--- src/rtl/dmadec_pkg.sv ---
package dmadec_pkg;

    localparam int LEAD_SLOTS = 4;
    localparam int APP_SLOTS  = 2;

    typedef enum logic [3:0] {
        T_NONE, T_A_LO, T_A_HI, T_LEN_LO, T_LEN_HI, T_TIMING,
        T_MASK, T_MATCH, T_B_LO, T_B_HI, T_INTCTL, T_PULSE,
        T_VECTOR, T_RDMASK
    } tgt_t;

    typedef enum logic {
        S_LEAD,
        S_PARAM
    } st_t;

    typedef enum logic [2:0] {
        G_NONE, G_XFER, G_PORT, G_EVENT, G_MODE, G_READY, G_CMD
    } grp_t;

    // command codes taken from bits 6:2 of the command byte
    localparam logic [4:0] C_DISABLE = 5'h00;
    localparam logic [4:0] C_ENABLE  = 5'h01;
    localparam logic [4:0] C_CLRSTAT = 5'h02;
    localparam logic [4:0] C_RDSEQ   = 5'h09;
    localparam logic [4:0] C_IRQON   = 5'h0A;
    localparam logic [4:0] C_IRQOFF  = 5'h0B;
    localparam logic [4:0] C_FRDY    = 5'h0C;
    localparam logic [4:0] C_RDMASK  = 5'h0E;
    localparam logic [4:0] C_RDSTAT  = 5'h0F;
    localparam logic [4:0] C_RESET   = 5'h10;
    localparam logic [4:0] C_LOAD    = 5'h13;
    localparam logic [4:0] C_CONT    = 5'h14;

endpackage

--- src/rtl/dmadec_classify.sv ---
module dmadec_classify
    import dmadec_pkg::*;
#(
    parameter int DW = 8,
    localparam int LCW = $clog2(LEAD_SLOTS + 1)
) (
    input  logic [DW-1:0]  lead,
    output grp_t           grp,
    output logic [4:0]     cmd,
    output tgt_t           ent [LEAD_SLOTS],
    output logic [LCW-1:0] cnt
);

    tgt_t                  cand [LEAD_SLOTS];
    logic [LEAD_SLOTS-1:0] cv;
    int                    n;

    always_comb begin
        grp = G_NONE;
        cmd = lead[6:2];
        cv  = '0;
        for (int i = 0; i < LEAD_SLOTS; i++) cand[i] = T_NONE;

        if (!lead[7]) begin
            if (lead[1:0] != 2'b00) begin
                grp  = G_XFER;
                cand = '{T_A_LO, T_A_HI, T_LEN_LO, T_LEN_HI};
                cv   = lead[6:3];
            end else begin
                grp     = G_PORT;
                cand[0] = T_TIMING;
                cv[0]   = lead[6];
            end
        end else begin
            unique case (lead[1:0])
                2'b00: begin
                    grp     = G_EVENT;
                    cand[0] = T_MASK;
                    cand[1] = T_MATCH;
                    cv[1:0] = lead[4:3];
                end
                2'b01: begin
                    if (lead[6:5] != 2'b11) begin
                        grp     = G_MODE;
                        cand[0] = T_B_LO;
                        cand[1] = T_B_HI;
                        cand[2] = T_INTCTL;
                        cv[2:0] = lead[4:2];
                    end
                end
                2'b10: begin
                    if (!lead[6] && !lead[2]) grp = G_READY;
                end
                2'b11: begin
                    grp = G_CMD;
                    if (lead[6:2] == C_RDMASK) begin
                        cand[0] = T_RDMASK;
                        cv[0]   = 1'b1;
                    end
                end
            endcase
        end

        // pack the announced targets into consecutive slots, keeping order
        n = 0;
        for (int i = 0; i < LEAD_SLOTS; i++) ent[i] = T_NONE;
        for (int i = 0; i < LEAD_SLOTS; i++) begin
            if (cv[i]) begin
                ent[n[1:0]] = cand[i];
                n = n + 1;
            end
        end
        cnt = LCW'(n);
    end

endmodule

--- src/rtl/dmadec_queue.sv ---
module dmadec_queue
    import dmadec_pkg::*;
#(
    parameter int DEPTH = 6,
    localparam int CW  = $clog2(DEPTH + 1),
    localparam int LCW = $clog2(LEAD_SLOTS + 1)
) (
    input  logic           clk,
    input  logic           rst_n,
    input  logic           load,
    input  logic [LCW-1:0] load_cnt,
    input  tgt_t           load_ent [LEAD_SLOTS],
    input  logic           pop,
    input  logic [1:0]     app_cnt,
    input  tgt_t           app_ent [APP_SLOTS],
    output tgt_t           head,
    output logic [CW-1:0]  count
);

    tgt_t          slot_q [DEPTH];
    tgt_t          slot_n [DEPTH];
    logic [CW-1:0] cnt_q, cnt_n;
    int            rem;

    always_comb begin
        slot_n = slot_q;
        cnt_n  = cnt_q;
        rem    = 0;
        if (load) begin
            for (int i = 0; i < DEPTH; i++) slot_n[i] = T_NONE;
            for (int i = 0; i < LEAD_SLOTS; i++) slot_n[i] = load_ent[i];
            cnt_n = CW'(load_cnt);
        end else if (pop) begin
            rem = int'(cnt_q) - 1;
            for (int i = 0; i < DEPTH - 1; i++) slot_n[i] = slot_q[i + 1];
            slot_n[DEPTH-1] = T_NONE;
            for (int j = 0; j < APP_SLOTS; j++) begin
                if (j < int'(app_cnt) && rem + j < DEPTH) slot_n[rem + j] = app_ent[j];
            end
            cnt_n = CW'(rem + int'(app_cnt));
        end
    end

    always_ff @(posedge clk) begin
        if (!rst_n) begin
            for (int i = 0; i < DEPTH; i++) slot_q[i] <= T_NONE;
            cnt_q <= '0;
        end else begin
            slot_q <= slot_n;
            cnt_q  <= cnt_n;
        end
    end

    assign head  = slot_q[0];
    assign count = cnt_q;

endmodule

--- src/rtl/dma_ctrl_decoder.sv ---
module dma_ctrl_decoder
    import dmadec_pkg::*;
#(
    parameter int DW     = 8,
    parameter int QDEPTH = 6
) (
    input  logic            clk,
    input  logic            rst_n,
    input  logic            wr_en,
    input  logic [DW-1:0]   wr_data,
    output logic [DW-1:0]   xfer_ctrl,
    output logic [2*DW-1:0] addr_a,
    output logic [2*DW-1:0] blk_len,
    output logic [DW-1:0]   port_a_cfg,
    output logic [DW-1:0]   port_b_cfg,
    output logic [DW-1:0]   mask_val,
    output logic [DW-1:0]   match_val,
    output logic [DW-1:0]   mode_ctrl,
    output logic [1:0]      xfer_mode,
    output logic [2*DW-1:0] addr_b,
    output logic [DW-1:0]   int_ctrl,
    output logic [DW-1:0]   int_pulse,
    output logic [DW-1:0]   int_vector,
    output logic [DW-1:0]   ready_ctrl,
    output logic [DW-1:0]   read_mask,
    output logic            dma_en,
    output logic            irq_en,
    output logic            load_p,
    output logic            cont_p,
    output logic            stat_clr_p,
    output logic            rdseq_p,
    output logic            frdy_p
);

    localparam int QCW = $clog2(QDEPTH + 1);
    localparam int LCW = $clog2(LEAD_SLOTS + 1);

    st_t            state_q, state_n;
    logic           in_param;
    grp_t           grp;
    logic [4:0]     cmd;
    tgt_t           lead_ent [LEAD_SLOTS];
    logic [LCW-1:0] lead_cnt;
    tgt_t           head;
    logic [QCW-1:0] q_count;
    logic           q_load, q_pop;
    logic [1:0]     app_cnt;
    tgt_t           app_ent [APP_SLOTS];

    assign in_param = (state_q == S_PARAM);

    dmadec_classify #(.DW(DW)) u_cls (
        .lead (wr_data),
        .grp  (grp),
        .cmd  (cmd),
        .ent  (lead_ent),
        .cnt  (lead_cnt)
    );

    // entries appended by the interrupt-control byte
    always_comb begin
        app_cnt    = 2'd0;
        app_ent[0] = T_NONE;
        app_ent[1] = T_NONE;
        if (in_param && head == T_INTCTL) begin
            if (wr_data[3]) begin
                app_ent[0] = T_PULSE;
                app_cnt    = 2'd1;
            end
            if (wr_data[4]) begin
                app_ent[app_cnt[0]] = T_VECTOR;
                app_cnt = app_cnt + 2'd1;
            end
        end
    end

    assign q_load = wr_en && !in_param && (lead_cnt != '0);
    assign q_pop  = wr_en && in_param;

    dmadec_queue #(.DEPTH(QDEPTH)) u_q (
        .clk      (clk),
        .rst_n    (rst_n),
        .load     (q_load),
        .load_cnt (lead_cnt),
        .load_ent (lead_ent),
        .pop      (q_pop),
        .app_cnt  (app_cnt),
        .app_ent  (app_ent),
        .head     (head),
        .count    (q_count)
    );

    // state register
    always_ff @(posedge clk) begin
        if (!rst_n) state_q <= S_LEAD;
        else        state_q <= state_n;
    end

    // transitions: announce (S_LEAD -> S_PARAM), drain (S_PARAM -> S_LEAD)
    always_comb begin
        state_n = state_q;
        unique case (state_q)
            S_LEAD:  if (q_load) state_n = S_PARAM;
            S_PARAM: if (q_pop && q_count == QCW'(1) && app_cnt == 2'd0) state_n = S_LEAD;
        endcase
    end

    // outputs and parameter registers
    always_ff @(posedge clk) begin
        if (!rst_n) begin
            xfer_ctrl  <= '0;
            addr_a     <= '0;
            blk_len    <= '0;
            port_a_cfg <= '0;
            port_b_cfg <= '0;
            mask_val   <= '0;
            match_val  <= '0;
            mode_ctrl  <= '0;
            xfer_mode  <= '0;
            addr_b     <= '0;
            int_ctrl   <= '0;
            int_pulse  <= '0;
            int_vector <= '0;
            ready_ctrl <= '0;
            read_mask  <= '0;
            dma_en     <= 1'b0;
            irq_en     <= 1'b0;
            load_p     <= 1'b0;
            cont_p     <= 1'b0;
            stat_clr_p <= 1'b0;
            rdseq_p    <= 1'b0;
            frdy_p     <= 1'b0;
        end else begin
            load_p     <= 1'b0;
            cont_p     <= 1'b0;
            stat_clr_p <= 1'b0;
            rdseq_p    <= 1'b0;
            frdy_p     <= 1'b0;
            if (wr_en) begin
                dma_en <= 1'b0;
                if (in_param) begin
                    case (head)
                        T_A_LO:   addr_a[DW-1:0]     <= wr_data;
                        T_A_HI:   addr_a[2*DW-1:DW]  <= wr_data;
                        T_LEN_LO: blk_len[DW-1:0]    <= wr_data;
                        T_LEN_HI: blk_len[2*DW-1:DW] <= wr_data;
                        T_MASK:   mask_val           <= wr_data;
                        T_MATCH:  match_val          <= wr_data;
                        T_B_LO:   addr_b[DW-1:0]     <= wr_data;
                        T_B_HI:   addr_b[2*DW-1:DW]  <= wr_data;
                        T_INTCTL: int_ctrl           <= wr_data;
                        T_PULSE:  int_pulse          <= wr_data;
                        T_VECTOR: int_vector         <= wr_data;
                        T_RDMASK: begin
                            read_mask <= wr_data;
                            rdseq_p   <= 1'b1;
                        end
                        default: ;
                    endcase
                end else begin
                    unique case (grp)
                        G_XFER: xfer_ctrl <= wr_data;
                        G_PORT: begin
                            if (wr_data[2]) port_a_cfg <= wr_data;
                            else            port_b_cfg <= wr_data;
                        end
                        G_EVENT: begin
                            irq_en <= wr_data[5];
                            dma_en <= wr_data[6];
                        end
                        G_MODE: begin
                            mode_ctrl <= wr_data;
                            xfer_mode <= wr_data[6:5];
                        end
                        G_READY: ready_ctrl <= wr_data;
                        G_CMD: begin
                            case (cmd)
                                C_ENABLE:  dma_en     <= 1'b1;
                                C_CLRSTAT: stat_clr_p <= 1'b1;
                                C_RDSEQ:   rdseq_p    <= 1'b1;
                                C_IRQON:   irq_en     <= 1'b1;
                                C_IRQOFF:  irq_en     <= 1'b0;
                                C_FRDY:    frdy_p     <= 1'b1;
                                C_RDSTAT: begin
                                    read_mask <= DW'(1);
                                    rdseq_p   <= 1'b1;
                                end
                                C_RESET: begin
                                    xfer_ctrl[1:0] <= 2'b00;
                                    irq_en         <= 1'b0;
                                end
                                C_LOAD: load_p <= 1'b1;
                                C_CONT: begin
                                    cont_p <= 1'b1;
                                    dma_en <= 1'b1;
                                end
                                default: ;
                            endcase
                        end
                        G_NONE: ;
                    endcase
                end
            end
        end
    end

endmodule

--- config.mk ---
export PLATFORM = sky130hd
export DESIGN_NAME = dma_ctrl_decoder
export DESIGN_NICKNAME = d
export VERILOG_FILES = /design/src/rtl/dmadec_pkg.sv /design/src/rtl/dmadec_classify.sv /design/src/rtl/dmadec_queue.sv /design/src/rtl/dma_ctrl_decoder.sv
export SDC_FILE = /design/constraint.sdc
export NUM_CORES = 1
export LEC_CHECK = 0
export BUFFER_PORTS_ARGS = -buffer_cell sky130_fd_sc_hd__buf_4
export CAP_MARGIN = 20
export CORE_ASPECT_RATIO = 1.2
export CORE_MARGIN = 5
export CORE_UTILIZATION = 43
export CTS_CLUSTER_SIZE = 8
export DETAILED_ROUTE_END_ITERATION = 10
export GPL_ROUTABILITY_DRIVEN = 0
export PLACE_DENSITY = 0.71
export RECOVER_POWER = 100
export SYNTH_ARGS = -nofsm -noshare
export SYNTH_HDL_FRONTEND = slang
export SYNTH_SLANG_ARGS = --single-unit
--- constraint.sdc ---
create_clock -name clk -period 4.5 [get_ports clk]
set_input_delay 0.225 -clock clk [delete_from_list [all_inputs] [get_ports clk]]
set_output_delay 0.225 -clock clk [all_outputs]
set_load 0.03 [all_outputs]
==> results_dict.tcl, run 1 <==
set metrics [dict create \
    status "finished, violations left" \
    violations "max-capacitance violations, max-slew violations" \
    crit_required_ns 4.78 \
    port_buffers 154 \
    ctsHtreeMaxLevel 4 \
    whs_ns 0.187 \
    rr_startpoint "in_param" \
    drc 0 \
    rsz0062_at_grt "false" \
    ir_drop_v 0.000223 \
    critical_path.top_delay_family "compound AO/OA/AOI/OAI gates" \
    cts_resized 0 \
    cts_buffers 17 \
    multi_input_comb_area_sq_um 4140 \
    worstMarginPinSlew_ns 1.51 \
    hp-class "in -> reg" \
    fin_crit_sh 0.858 \
    preCtsSetupSlack_ns 0.373 \
    worstReg2RegEnd "xfer_ctrl[1]" \
    worstSetupEndpointType "register" \
    p_leak_uw 0.00336 \
    n_antenna_cell 0 \
    die_w_um 134 \
    syn_nets 942 \
    final_nets 1065 \
    initial_core_util 0.437 \
    path_common_cell "ha_1" \
    p_per_area_nw_per_um2 379 \
    worstHoldPathCells 3 \
    final_hold_viol_count 0 \
    dieHeight_um 159 \
    track_usage 0.228 \
    min_to "xfer_ctrl[1]" \
    skew_ns 0.0110 \
    fillers 1813 \
    antenna_found_initial 0 \
    crit_chain "buf_4, inv_1, ha_1, or2_4, o21a_1, o221ai_4, ha_1, nand2_1, o32ai_1, mux2_1, o21a_2, o21ai_0, a211oi_1" \
    grt_max_degree 63 \
    vias 7240 \
    drive_above_1_share 0.0687 \
    path_clk_slew_ns 0.07 \
    ys.flop_type "dfxtp_1" \
    yosysUniqueCellTypes 79 \
    ant_nets 0 \
    cts_setup_buffers 0 \
    fmax_ghz 0.259 \
    crit_path_max_incr_delay_ns 0.57 \
    dp_hpwl_um 17000 \
    yosys.cell_count.top_type "nor2_1" \
    synthCells 912 \
    synth-seq-cells 168 \
    fin_crit_ns 3.86 \
    worst_slack_ns 0.638 \
    use_met2 0.383 \
    dr.pass1.iters 7 \
    synth_top_cell_area_share 0.423 \
    drv_slew 9 \
    synth.area.top_cells "dfxtp_1, mux2i_1, nor2_1" \
    num_rows 54 \
    clkSinkCount 168 \
    min_from "wr_data[1]" \
    maxCapViolations 1 \
    yosysSeqAreaShare 0.423 \
    synth_top_cells_by_count "nor2_1, dfxtp_1, mux2i_1" \
    relSlewSlack -0.0122 \
    worstSkewPairLatency_ns 0.43 \
    met3_usage 0.0715 \
    die_area_sq_um 21300 \
    routed_wl_um 24500 \
    r2r_slack_ns 1.02 \
    grt.busiest_layer "met2" \
    root_buffer "clkbuf_16" \
    synth_top_area_cell "dfxtp_1" \
    io_pins 156 \
    dp.cells 1240 \
    gr-usage-met1 0.268 \
    clockBufferDepth 2 \
    drtIter0Drc 514 \
    instances_no_fill 1272 \
    regArea_sq_um 3360 \
    cts_tree "yes" \
    cp.arrival_ns 4.14 \
    path_class "in -> reg" \
    fin_setup_tns_ns 0 \
    power_uw 3510 \
    grt_overflow 0 \
    slowest_stage "o21ai_0" \
    avgSynthCellArea_sq_um 8.71 \
    synthArstFlopShare 0 \
    holdBufCountCts 0 \
    avgViaCountPerCell 5.69 \
    grt_pass1_vias 7178 \
    area_growth_syn_to_layout_pct 16.5 \
    path_buf_inv 2 \
    wire_per_inst_um 19.3 \
    synthesis.area_sq_um 7950 \
    rr_worst_depth 7 \
    synth_edf_count 0 \
    worstPathMaxFanout 17 \
    core_sq_um 18200 \
    worst_setup_path_start_kind "input port" \
    setup_violations 0 \
    synth_warnings 0 \
    grt_pass1_wl_um 39000 \
]
-- registers in the layout (all words and copies together), names as in the netlist, 16 cells and up --
name        count
addr_a         16
u_q.slot_q     18
blk_len        16
addr_b         16
-- layout make-up --
type / count / share of cell area
Multi-Input combinational cell: 644 / 0.447
Sequential cell: 168 / 0.363
Timing Repair Buffer: 174 / 0.0791
Clock buffer: 19 / 0.0479
Tap cell: 224 / 0.0303
Clock inverter: 13 / 0.0193
Inverter: 30 / 0.0127
-- layout by cell type (no fill, tap or decap), types with 15 or more instances in the layout --
cell       count
ha_1          18
o21ai_0       15
a21oi_1       64
nand4_1       20
nor2_1       178
clkbuf_1     154
o31ai_1       18
inv_1         22
nand3_1       15
nor3_1        21
dfxtp_1      168
clkbuf_16     17
mux2i_1       89
nand2_1       43
buf_4         21
-- power breakdown --
| group | switching [uW] | internal, uW |
|---|---|---|
| Sequential | 23.7 | 1510 |
| Combinational | 323 | 126 |
| Clock | 665 | 862 |
-- tightest hold or removal path: cells and delay by family --
family	cells	cell delay, ns
AOI/OAI and AO/OA	1	0.06
and+or+nand+nor	1	0.09
buffers and inverters	1	0.19
-- layer usage --
metal  routed length [um]  part of all wire
met1                 9850              0.40
met2                12000              0.49
met3                 1890             0.077
met4                  780             0.032
met5                    0                 0
-- kinds of logic (layout without fill, tap and decap cells) --
logic type / Yosys count / in the layout / share of synthesized area
other: 1 / 1 / 0.000472
AND/OR/NAND/NOR: 334 / 334 / 0.198
adder cells (fa/ha/maj): 19 / 19 / 0.0309
flip-flops: 168 / 168 / 0.423
multiplexers: 94 / 94 / 0.119
AO/OA/AOI/OAI: 188 / 188 / 0.167
buffers and inverters: 100 / 236 / 0.0512
XOR/XNOR: 8 / 8 / 0.0105
-- metrics by stage --
stage / util / instance area [sq um]
final: 0.509 / 9250
after global routing: 0.509 / 9250
after CTS: 0.543 / 9870
after detailed placement: 0.509 / 9240
after global placement: 0.508 / 9240
after floorplan: - / 7950
-- worst max path at each step --
stage	slack, ns	to	cells after the start	from
finish	0.64	u_q.slot_q[7]	13	wr_data[0]
global route	0.33	u_q.slot_q[1]	13	wr_data[0]
CTS	0.83	u_q.slot_q[7]	14	wr_data[0]
detailed placement	0.37	u_q.slot_q[2]	13	wr_data[0]
global placement	0.47	u_q.slot_q[6]	14	wr_data[0]
floorplan	1.06	u_q.slot_q[19]	15	wr_data[0]
No activity file was read; power rests on OpenSTA's default activity.
==> run 2, diff against run 1 <==
- ABC_AREA: not set -> 1
==> results_dict.tcl, run 2 <==
set metrics [dict create \
    status "complete, no violations" \
    die_area_sq_um 21000 \
    yosys.cell_count.top_type "dfxtp_1" \
    fin_crit_sh 0.791 \
    final_hold_viol_count 0 \
    cts_tree "yes" \
    dp_hpwl_um 16900 \
    core_sq_um 18000 \
    drive_above_1_share 0.0582 \
    drc 0 \
    place_area_sq_um 9010 \
    top_register "u_q.slot_q" \
    avgSynthCellArea_sq_um 7.21 \
    fmax_ghz 0.281 \
    clockBufferDepth 2 \
    syn_nets 1117 \
    cts_setup_buffers 0 \
    synth_top_area_cell "dfxtp_1" \
    io_pins 156 \
    worstSetupEndpointType "register" \
    track_usage 0.229 \
    yosysUniqueCellTypes 45 \
    r2r_slack_ns 1.55 \
    setup_violations 0 \
    cts_resized 0 \
    wire_per_inst_um 16.7 \
    synth.area.top_cells "dfxtp_1, o21ai_0, a21oi_1" \
    path_class "in -> reg" \
    grt_pass1_vias 7361 \
    ctsHtreeMaxLevel 4 \
    layout_common_cells "dfxtp_1, nand2_1, clkbuf_1" \
    ir_drop_v 0.000260 \
    grt_max_degree 70 \
    drv_slew 0 \
    antenna_found_initial 0 \
    ant_nets 0 \
    mostFrequentLayoutCell "dfxtp_1" \
    dr.pass1.iters 5 \
    area_growth_syn_to_layout_pct 14.9 \
    synth_warnings 0 \
    num_rows 54 \
    n_antenna_cell 0 \
    rsz0062_at_grt "false" \
    yosysSeqAreaShare 0.429 \
    dieHeight_um 158 \
    worst_setup_path_start_kind "input port" \
    grt_pass1_wl_um 38300 \
    initial_core_util 0.434 \
    vias 7589 \
    drtIter0Drc 580 \
    hp-class "in -> reg" \
    relSlewSlack 0.337 \
    fin_crit_ns 3.56 \
    clkSinkCount 168 \
    worstPathMaxFanout 21 \
    synth_top_cells_by_count "dfxtp_1, nand2_1, o21ai_0" \
    p_per_area_nw_per_um2 377 \
    crit_required_ns 4.84 \
    synthArstFlopShare 0 \
    grt_overflow 0 \
    port_buffers 154 \
    cts_buffers 17 \
    die_w_um 133 \
    fin_setup_tns_ns 0 \
    largest_reg_flops 18 \
    synth_edf_count 0 \
    avgViaCountPerCell 5.26 \
    synthesis.area_sq_um 7840 \
    maxCapViolations 0 \
    fin_area_sq_um 9000 \
    holdBufCountCts 0 \
    root_buffer "clkbuf_16" \
    skew_ns 0.00990 \
    synthCells 1087 \
    worstMarginPinSlew_ns 0.992 \
    final_nets 1237 \
    ys.flop_type "dfxtp_1" \
    synth_top_cell_area_share 0.429 \
    routed_wl_um 24100 \
    p_leak_uw 0.00379 \
    worstSkewPairLatency_ns 0.44 \
    path_clk_slew_ns 0.07 \
    cp.arrival_ns 3.90 \
    synth-seq-cells 168 \
]
run 2: cell types whose count changed after synthesis, moves of 17 or more:
cell / before / now
nor2_1: 175 / 87
nand3_1: 15 / 67
a21oi_1: 64 / 138
nand2_1: 43 / 165
o31ai_1: 18 / 1
inv_1: 23 / 127
mux2i_1: 89 / 0
o21ai_0: 13 / 143
clkbuf_1: 53 / 31
run 2: worst paths after layout:
path / to / startpoint / cells past startpoint
min: rdseq_p / wr_en / 3
max: u_q.head[0] / wr_data[1] / 23
min reg2reg: int_vector[1] / int_vector[1] / 2
max reg2reg: u_q.slot_q[10] / u_q.count[0] / 14
run 2: final cells by class:
cell class / count / area (sq um)
fill: 1886 / 9030
multi-input combinational: 718 / 3600
sequential: 168 / 3360
timing repair buffer: 163 / 668
inverter: 139 / 522
clock buffer: 19 / 433
tap: 224 / 280
clock inverter: 13 / 135
run 2: cells by family (layout without fill, tap and decap cells):
group	count (synthesis)	after routing	synth area share
other	1	1	0.000479
DFF	168	168	0.429
AOI/OAI and AO/OA	313	313	0.209
buffers and inverters	201	334	0.106
adders and majority gates	19	19	0.0313
and+or+nand+nor	385	385	0.224
run 2: per-stage QoR:
step	utilization	hold WS (ns)	std cells	setup slack, ns	total power, uW
6_report	0.499	0.141	1444	0.941	3390
5_1_grt	0.499	0.150	1444	0.569	3530
4_1_cts	0.531	0.142	1442	1.31	3430
3_5_place_dp	0.500	0.439	1410	0.850	2030
3_3_place_gp	0.500	0.433	1410	0.933	2020
2_1_floorplan	-	0.391	1087	1.22	1910
run 2: power breakdown:
part | switching (uW) | total (uW) | leakage [uW] | internal, uW
Combinational | 333 | 442 | 0.00216 | 109
Clock | 678 | 1410 | 0.000278 | 734
Sequential | 26.2 | 1540 | 0.00136 | 1510
run 2: layer usage:
metal  GRT usage  vias up  part of all wire
met5           0        -                 0
met3      0.0791       41             0.084
met1       0.257     3492              0.40
li1            -     3821                 -
met2       0.401      235              0.49
met4      0.0892        0             0.027
run 2: worst max-delay path, stage by stage:
cell and delay [ns]:
buf_4 0.16, inv_1 0.08, clkbuf_1 0.51, ha_1 0.34, nand3_1 0.09, nand2_1 0.07
inv_1 0.04, nand2_1 0.05, nand2_1 0.11, nand2_2 0.20, ha_1 0.33, nand3_1 0.13
nand2_1 0.10, ha_1 0.29, or2_0 0.23, nand2_2 0.10, nand3_4 0.13, nand2_4 0.23
inv_1 0.18, nand2_1 0.11, nand3_1 0.07, nand2_1 0.07, inv_1 0.04
==> run 3, diff against run 2 <==
- PLACE_DENSITY: 0.71 -> 0.73
- clock period: 4.5 -> 3 ns (I/O delays scaled with it)
==> results_dict.tcl, run 3 (synthesis gave the netlist of run 2 again) <==
set metrics [dict create \
    dieHeight_um 158 \
    final_nets 1266 \
    worst_setup_path_start_kind "input port" \
    dr.pass1.iters 7 \
    worstMarginPinSlew_ns 1.34 \
    cts_setup_buffers 0 \
    holdBufCountCts 0 \
    grt_pass1_wl_um 38800 \
    fin_crit_ns 2.69 \
    status "complete, no violations" \
    grt_pass1_vias 7471 \
    instances_no_fill 1473 \
    skew_ns 0.0105 \
    vias 7866 \
    path_common_cell "nand2_1" \
    avgViaCountPerCell 5.34 \
    track_usage 0.231 \
    crit_chain "buf_4, inv_1, ha_1, buf_4, nand2_1, nand2_1, nand2_1, nand2_1, inv_1, ha_1, inv_1, nand2_1, o21ai_0, ha_1, or2_0, nand2_1, nand3_4, nand2_4, buf_12, nand2_4, o21ai_0, nor2_1" \
    worstSkewPairLatency_ns 0.43 \
    cts_resized 0 \
    grt_overflow 0 \
    maxCapViolations 0 \
    crit_required_ns 3.32 \
    root_buffer "clkbuf_16" \
    path_class "in -> reg" \
    fin_crit_sh 0.897 \
    cts_buffers 17 \
    drv_slew 0 \
    r2r_slack_ns 0.40 \
    p_per_area_nw_per_um2 569 \
    drtIter0Drc 603 \
    relSlewSlack 0.108 \
    grt_max_degree 70 \
    drc 0 \
    fin_util 0.514 \
    ir_drop_v 0.000381 \
    crit_path_max_incr_delay_ns 0.28 \
    largest_reg_flops 18 \
    initial_core_util 0.434 \
    num_rows 54 \
    path_clk_slew_ns 0.07 \
    n_antenna_cell 0 \
    critical_path.top_delay_family "simple AND/OR/NAND/NOR gates" \
    worstSetupEndpointType "register" \
    port_buffers 154 \
    cts_tree "yes" \
    die_area_sq_um 21000 \
    p_leak_uw 0.00395 \
    area_growth_syn_to_layout_pct 18.4 \
    routed_wl_um 24400 \
    hp-class "in -> reg" \
    ctsHtreeMaxLevel 4 \
    core_sq_um 18000 \
    layout_common_cells "dfxtp_1, nand2_1, clkbuf_1" \
    worstPathMaxFanout 11 \
    antenna_found_initial 0 \
    ant_nets 0 \
    wire_per_inst_um 16.6 \
    path_buf_inv 6 \
    die_w_um 133 \
    io_pins 156 \
    fmax_ghz 0.372 \
    final_hold_viol_count 0 \
    drive_above_1_share 0.0817 \
    slowest_stage "ha_1" \
    cp.arrival_ns 3.02 \
    mostFrequentLayoutCell "dfxtp_1" \
    clkSinkCount 168 \
    dp.cells 1441 \
    setup_violations 0 \
    rsz0062_at_grt "false" \
    dp_hpwl_um 17500 \
    top_register "u_q.slot_q" \
    clockBufferDepth 2 \
]
[run 3: report_power, final]
group	switching (uW)	internal [uW]	leakage, uW
registers	38.2	2270	0.00136
clock network	1040	1190	0.000294
logic	526	212	0.00230
total	1600	3680	0.00395
[run 3: cell type report]
class	count	area, sq um
Clock buffer	17	425
Clock inverter	15	175
Fill cell	1876	8760
Inverter	139	522
Multi-Input combinational cell	718	3630
Sequential cell	168	3360
Tap cell	224	280
Timing Repair Buffer	192	886
[run 3: metal layers]
metal	part of all wire	up-vias	global-route usage
li1	-	3881	-
met1	0.41	3640	0.276
met2	0.49	292	0.392
met3	0.077	53	0.0712
met4	0.028	0	0.0897
met5	0	-	0
[run 3: path summary, 6_finish.rpt]
path / from / endpoint / depth (start not counted)
setup reg to reg: in_param / addr_b[15] / 6
setup / recovery: wr_data[0] / u_q.count[0] / 22
hold / removal: wr_data[2] / stat_clr_p / 4
hold reg to reg: addr_b[4] / addr_b[4] / 2
[run 3: metrics by stage]
stage | power (uW) | hold slack (ns) | setup TNS, ns | cell area, sq um | setup WS (ns)
floorplan | 2870 | 0.316 | 0 | 7860 | 0.0169
global placement | 3100 | 0.432 | 0 | 9270 | 0.0678
detailed placement | 3110 | 0.440 | -0.000228 | 9270 | -0.000228
CTS | 5330 | 0.0608 | 0 | 9870 | 0.445
global route | 5510 | 0.0787 | 0 | 9280 | 0.0630
finish | 5280 | 0.0666 | 0 | 9280 | 0.308
[run 3: worst reg2reg max path: cells and delay by family (launching register included)]
kind / cells / cell delay (ns)
flops: 1 / 0.58
buf+inv: 2 / 1.09
compound gates: 2 / 0.31
simple gates: 2 / 0.56
